===== src/rtl/cmask_adder.sv =====
module cmask_adder #(
  parameter int GRP = 4,
  parameter int NGRP = 4
) (
  input  logic [GRP*NGRP-1:0] op_a,
  input  logic [GRP*NGRP-1:0] op_b,
  input  logic [NGRP-2:0]     keep_gen,
  output logic [GRP*NGRP-1:0] sum,
  output logic                carry_out
);
  localparam int W = GRP * NGRP;

  logic [W-1:0]    prop, gen, gmask, cy;
  logic [NGRP-1:0] gp, gg, gin;

  assign prop = op_a ^ op_b;

  genvar k, j;
  generate
    for (k = 0; k < NGRP; k++) begin : g_mask
      if (k == NGRP - 1) begin : g_top
        assign gmask[k*GRP +: GRP] = '1;
      end else begin : g_low
        assign gmask[k*GRP +: GRP] = {GRP{keep_gen[k]}};
      end
    end
  endgenerate

  assign gen = op_a & op_b & gmask;

  generate
    for (k = 0; k < NGRP; k++) begin : g_unit
      logic [GRP-1:0] pl, gl, cl;
      assign pl = prop[k*GRP +: GRP];
      assign gl = gen[k*GRP +: GRP];
      assign gp[k] = &pl;
      always_comb begin
        logic acc;
        acc = 1'b0;
        for (int i = 0; i < GRP; i++) acc = gl[i] | (pl[i] & acc);
        gg[k] = acc;
      end
      for (j = 0; j < GRP - 1; j++) begin : g_bit
        logic [j:0] terms;
        for (genvar t = 0; t <= j; t++) begin : g_term
          assign terms[t] = gl[t] & ((t == j) ? 1'b1 : (&pl[j:(t == j ? j : t+1)]));
        end
        assign cl[j] = (|terms) | ((&pl[j:0]) & gin[k]);
      end
      assign cl[GRP-1] = 1'b0;
      assign cy[k*GRP +: GRP-1] = cl[GRP-2:0];
    end
  endgenerate

  assign gin[0] = 1'b0;
  generate
    for (k = 0; k < NGRP; k++) begin : g_l2
      always_comb begin
        logic acc;
        acc = 1'b0;
        for (int i = 0; i <= k; i++) acc = gg[i] | (gp[i] & acc);
        cy[k*GRP + GRP - 1] = acc;
      end
      if (k > 0) begin : g_cin
        assign gin[k] = cy[k*GRP - 1];
      end
    end
  endgenerate

  assign sum       = prop ^ {cy[W-2:0], 1'b0};
  assign carry_out = cy[W-1];

  always_comb begin

    exact_sum_chk: assert (!(&keep_gen) || ({carry_out, sum} == ({1'b0, op_a} + {1'b0, op_b})));

    xor_low_chk: assert ((|keep_gen) || (sum[W-GRP-1:0] == prop[W-GRP-1:0]));

    no_gen_chk: assert ((|(op_a & op_b)) || ((sum == prop) && !carry_out));

    top_gen_chk: assert (!(op_a[W-1] & op_b[W-1]) || carry_out);
  end
endmodule


===== config.mk =====
export PLATFORM = sky130hd
export DESIGN_NAME = cmask_adder
export DESIGN_NICKNAME = d
export VERILOG_FILES = /design/src/rtl/cmask_adder.sv
export SDC_FILE = /design/constraint.sdc
export NUM_CORES = 1
export LEC_CHECK = 0
export ABC_AREA = 1
export BUFFER_PORTS_ARGS = -buffer_cell sky130_fd_sc_hd__buf_2
export CAP_MARGIN = 15
export CORE_MARGIN = 2
export CORE_UTILIZATION = 39
export DETAILED_ROUTE_END_ITERATION = 8
export PLACE_DENSITY = 0.82
export SETUP_SLACK_MARGIN = 0.5
export SLEW_MARGIN = 20
export SYNTH_ARGS = -nofsm -noshare
export SYNTH_HDL_FRONTEND = slang
export SYNTH_SLANG_ARGS = --single-unit

===== constraint.sdc =====
create_clock -name vclk -period 2.1
set_clock_uncertainty 0.05 [all_clocks]
set_input_delay 0.105 -clock vclk [all_inputs]
set_output_delay 0.105 -clock vclk [all_outputs]
set_load 0.01 [all_outputs]

==> results of run 1 <==
cell families (layout without fill, tap and decap cells):
kind of cell | Yosys count | count (layout)
AO/OA/AOI/OAI | 8 | 8
AND/OR/NAND/NOR | 57 | 57
buffers and inverters | 13 | 72
XOR/XNOR | 7 | 7
adder cells (fa/ha/maj) | 21 | 21
where the power goes:
| part | total, uW | switching [uW] | leakage (uW) | internal (uW) |
|---|---|---|---|---|
| clock | 0 | 0 | 0 | 0 |
| sequential | 0 | 0 | 0 | 0 |
| combinational | 402 | 197 | 0.000745 | 205 |
| total | 402 | 197 | 0.000745 | 205 |
layout make-up:
| type | instances | area (um2) |
|---|---|---|
| Timing Repair Buffer | 59 | 374.1 |
| Fill cell | 121 | 412.9 |
| Inverter | 13 | 48.80 |
| Tap cell | 17 | 21.27 |
| Multi-Input combinational cell | 93 | 832.0 |
worst min-delay path by stage:
| stage | startpoint | slack, ns | cells after the start | end |
|---|---|---|---|---|
| detailed placement | op_b[0] | 0.49 | 3 | sum[0] |
| floorplan | op_b[0] | 0.27 | 1 | sum[0] |
| global route | op_b[0] | 0.47 | 3 | sum[0] |
| finish | op_b[0] | 0.45 | 3 | sum[0] |
| global placement | op_b[0] | 0.48 | 3 | sum[0] |
| CTS | op_a[0] | 0.45 | 3 | sum[0] |
cell usage after synthesis (all sizes together):
cell type / n / area share [%]
a21boi: 1 / 1.1
a21o: 1 / 1.3
a21oi: 3 / 2.2
a22oi: 2 / 2.2
a31oi: 1 / 0.91
fa: 1 / 2.9
ha: 20 / 36
inv: 13 / 7.1
nand2: 40 / 25
nand3: 11 / 8.8
nor2: 6 / 3.3
xnor2: 3 / 3.8
xor2: 4 / 5.1
layout by cell type, fill, tap and decap left out:
cell / synthesis / routed
ha_4: 0 / 6
nor2_4: 0 / 2
xor2_2: 0 / 2
ha_1: 20 / 14
nand3_1: 10 / 10
buf_2: 0 / 44
xnor2_1: 3 / 1
a21o_4: 0 / 1
inv_1: 13 / 11
xor2_1: 4 / 2
nand3_2: 1 / 1
fa_2: 0 / 1
nand2_4: 0 / 3
a22oi_1: 2 / 2
inv_2: 0 / 2
a21oi_1: 3 / 2
nand2_2: 8 / 17
nor2_1: 6 / 3
a21boi_0: 1 / 1
nand2_1: 32 / 20
a21oi_2: 0 / 1
xnor2_2: 0 / 2
a31oi_4: 0 / 1
nor2_2: 0 / 1
buf_4: 0 / 4
buf_6: 0 / 11
per-layer routing:
layer / track usage (%) / part of all wire (%) / wire length, um / vias to the layer above
met5: 0 / 0 / 0 / -
met4: 0 / 0 / 0 / 0
met3: 0 / 5.2 / 101 / 0
met2: 40.28 / 59 / 1152 / 32
met1: 17.61 / 35 / 690 / 411
li1: - / - / - / 466
per-stage QoR:
stage | power, uW | utilization, % | instances | TNS [ns] | instance area (um2)
finish | 401.9 | 75.56 | 182 | -0.2321 | 1276
global route | 444.0 | 75.56 | 182 | -0.7645 | 1276
detailed placement | 308.0 | 62.74 | 178 | -0.3882 | 1060
CTS | 352.2 | 69.41 | 180 | -0.09966 | 1172
floorplan | 195.4 | - | 106 | 0 | 755.7
global placement | 299.8 | 62.74 | 178 | -0.2673 | 1060
tightest hold or removal path: stages:
cell and delay, ns:
buf_6 0.07, ha_4 0.11, buf_2 0.11
repair_timing:
action                     in CTS  in global routing
setup endpoints to repair      13                 13
gates resized for setup        18                 20
setup buffers                   2                  2
pin swaps                      12                  7
gates cloned                    0                  0
==> results.json, run 1 <==
{
  "outcome": "complete, but fails checks",
  "violations": "negative setup slack",
  "core_mm2": 0.001689,
  "grt_pass1_vias": 800,
  "path_buf_inv": 6,
  "synthAdderAreaFrac_pct": 39.42,
  "dr.pass1.iters": 2,
  "syn_inst": 106,
  "cp_common_cell": "nand2_2",
  "grt_max_degree": 6,
  "cp_slowest_cell": "a21o_4",
  "arrival_ns": 2.00,
  "ir_drop_v": 0.0001787,
  "cp-start-kind": "primary input",
  "hp-class": "primary input to output port",
  "vias_per_cell": 4.995,
  "pin_count": 52,
  "die_area_mm2": 0.002110,
  "syn_avg_cell_area_um2": 6.468,
  "hold_slack_ns": 0.4523,
  "synth-simple-area-share_pct": 36.86,
  "nClkBuffers": 0,
  "max_clock_freq_ghz": 0.4639,
  "finalSetupViolations": 5,
  "synth_area_um2": 685.7,
  "critPathTopFamily": "simple AND/OR/NAND/NOR gates",
  "wl_per_cell_um": 10.68,
  "tightest_slew_ns": 0.3111,
  "drtIter0Drc": 2,
  "hpwl_um": 1487,
  "wl_um": 1944,
  "seq_cell_count": 0,
  "criticalPathCategory": "primary input to output port",
  "crit_cells": 21,
  "globalplace.congestion": 0.7420,
  "layout.nets": 223,
  "cts_hold_buf": 0,
  "synth_top_family_by_area": "adder cells",
  "gr-usage-all-layers_pct": 17.63,
  "vias": 909,
  "antenna_found_initial": 0,
  "grt_pass1_wl_um": 2870,
  "final_layout_size_suffix_gt1_share_pct": 60.00,
  "slew_headroom_pct": 79.26,
  "antenna_cells": 0,
  "synth_mux_area_share_pct": 0,
  "yosys.cell_types.count": 15,
  "post-place-ws_ns": -0.1925,
  "layout_setup_ws_ns": -0.05553,
  "synth_compound_area_share_pct": 7.664,
  "fp.dieH_um": 45.93,
  "route.detailed.drc": 0,
  "cp_cell_sequence": "buf_6 > ha_4 > nand2_2 > inv_2 > ha_4 > a21o_4 > ha_4 > inv_2 > nand2_1 > nand2_1 > nand2_2 > nand2_2 > nand3_2 > nand2_2 > nand2_2 > buf_4 > buf_6 > nand2_4 > nand3_1 > nand2_2 > buf_6",
  "drv_slew": 0,
  "critical_path_required_ns": 1.95,
  "crit_path_start": "op_a[0]",
  "rsz0062_at_grt": "yes",
  "regArea_um2": 0,
  "worstSetupEndpoint": "sum[15]",
  "synthXorXnorAreaFrac_pct": 8.942,
  "cap_violations": 0,
  "cpPeakStageDelay_ns": 0.18,
  "row_count": 15,
  "synth_nets": 162,
  "timing_hold_violations_final": 0,
  "yosys_warnings": 0,
  "post-route-period-util_pct": 102.6,
  "fin_crit_ns": 2.156,
  "antenna_left": 0,
  "grt.overflow.total": 0,
  "pwr_density_cell_mw_per_mm2": 314.9,
  "cp-end-kind": "output port",
  "syn2layout_area_growth_pct": 86.13,
  "die_w_um": 45.93,
  "crit_fanout": 3,
  "initial_utilization_pct": 40.59,
  "ys_seq_area_share_pct": 0,
  "numPortBuffers": 52,
  "p_leak_uw": 0.0007449
}
Note: power is estimated with default switching activity, not from simulation.
==> run 2, diff against run 1 <==
Settings changed: BUFFER_PORTS_ARGS -buffer_cell sky130_fd_sc_hd__buf_2 to default, CORE_AREA from default to 2 2 39 41, CORE_MARGIN 2 to default, CORE_UTILIZATION 39 to default, DIE_AREA from default to 0 0 41 43, DONT_BUFFER_PORTS from default to 1, PLACE_DENSITY 0.82 to 0.69.
==> run 2 against run 1 <==
  * The run now ends clean
  * Clock-buffer cell count did not move
  * Maximum frequency grew 10%
  * Critical path depth is 8 lower
  * Routed wire length down 25%
  * Highest routed layer unchanged
  * Sequential share of layout area did not move
  * First-iteration DRC count rose to 5.0 times the previous value
==> results.json, run 2 (same netlist as run 1, synthesis figures left out) <==
{
  "drtIter0Drc": 10,
  "layout_setup_ws_ns": 0.1415,
  "tightest_slew_ns": 0.3411,
  "crit_path_start": "op_b[1]",
  "syn2layout_area_growth_pct": 45.99,
  "row_count": 14,
  "gr-usage-all-layers_pct": 15.78,
  "fp.dieH_um": 43,
  "outcome": "completed",
  "vias_per_cell": 5.422,
  "cp-start-kind": "primary input",
  "fin_crit_ns": 1.958,
  "cp_cell_sequence": "ha_4 > ha_4 > a21o_4 > ha_4 > inv_2 > nand2_1 > nand2_1 > nand2_2 > nand2_2 > nand3_2 > nand2_2 > nand2_2 > fa_2",
  "fin_setup_tns_ns": 0,
  "grt_max_degree": 6,
  "hp-class": "primary input to output port",
  "grt_pass1_wl_um": 2083,
  "worstSetupEndpoint": "sum[12]",
  "placedInstanceArea_um2": 790.8,
  "slew_headroom_pct": 77.26,
  "wl_per_cell_um": 11.37,
  "grt.overflow.total": 0,
  "antenna_found_initial": 0,
  "fin_area_mm2": 0.001001,
  "drv_slew": 0,
  "instances_no_fill": 128,
  "cp_common_cell": "nand2_2",
  "core_mm2": 0.001384,
  "grt_pass1_vias": 593,
  "max_clock_freq_ghz": 0.5106,
  "final_cell_mix": "21 x nand2_1, 14 x ha_1, 13 x nand2_2, 11 x inv_1, 10 x nand3_1",
  "nClkBuffers": 0,
  "timing_hold_violations_final": 0,
  "post-route-period-util_pct": 93.26,
  "initial_utilization_pct": 49.55,
  "cpPeakStageDelay_ns": 0.56,
  "rsz0062_at_grt": "yes",
  "finish.utilization_pct": 72.33,
  "cp_slowest_cell": "fa_2",
  "die_w_um": 41,
  "multi_input_area_um2": 875.8,
  "arrival_ns": 1.80,
  "seq_cell_count": 0,
  "crit_fanout": 2,
  "layout_commonest_cell": "nand2_1",
  "p_leak_uw": 0.0005411,
  "pin_count": 52,
  "numPortBuffers": 0,
  "dpl.cell_count": 124,
  "route.detailed.drc": 0,
  "ir_drop_v": 0.0001563,
  "pwr_density_cell_mw_per_mm2": 306.9,
  "wl_um": 1455,
  "regArea_um2": 0,
  "dr.pass1.iters": 4,
  "antenna_left": 0,
  "n_fill_cell": 113,
  "finalSetupViolations": 0,
  "hpwl_um": 1155,
  "die_area_mm2": 0.001763,
  "post-place-ws_ns": 0.04210,
  "criticalPathCategory": "primary input to output port",
  "globalplace.congestion": 0.6395,
  "critical_path_required_ns": 1.95,
  "cap_violations": 0,
  "final_layout_size_suffix_gt1_share_pct": 41.96,
  "layout.nets": 170,
  "cp-end-kind": "output port",
  "antenna_cells": 0,
  "vias": 694
}
[run 2: layout make-up]
class | count | share of cell area (%)
Inverter | 13 | 4.875
Multi-Input combinational cell | 93 | 87.50
Tap cell | 16 | 2.000
Timing Repair Buffer | 6 | 5.625
[run 2: metal layers]
layer | share of wire [%] | global-route usage, % | vias to the layer above
li1 | - | - | 360
met1 | 33 | 15.81 | 305
met2 | 56 | 31.87 | 29
met3 | 11 | 3.141 | 0
met4 | 0 | 0 | 0
met5 | 0 | 0 | -
[run 2: what timing repair did]
action	4_1_cts	5_1_grt
buffers inserted	3	1
resized for setup	22	14
pin swaps	16	8
hold buffers	0	0
setup endpoints to repair	13	13
[run 2: how the worst min path moves through the flow]
stage          slack (ns)      to     from  depth (start not counted)
6_report             0.27  sum[0]  op_b[0]                          1
5_1_grt              0.28  sum[0]  op_b[0]                          1
4_1_cts              0.27  sum[0]  op_b[0]                          1
3_5_place_dp         0.27  sum[0]  op_b[0]                          1
3_3_place_gp         0.27  sum[0]  op_b[0]                          1
2_1_floorplan        0.27  sum[0]  op_b[0]                          1
[run 2: per-stage QoR]
step	total power (uW)	hold WS, ns
after floorplan	195.4	0.2725
after global routing	339.6	0.2752
final	307.2	0.2737
after CTS	274.7	0.2748
after detailed placement	224.5	0.2748
after global placement	220.5	0.2742
[run 2: worst max-delay path: cells and delay by family]
kind / cells / cell delay (ns)
buf+inv: 1 / 0.03
simple gates: 7 / 0.41
fa+ha+maj: 4 / 1.09
compound gates: 1 / 0.18
[run 2: report_power, final]
group	total [uW]	switching, uW	internal, uW
Combinational	307	169	139
Sequential	0	0	0
Clock	0	0	0
Total	307	169	139
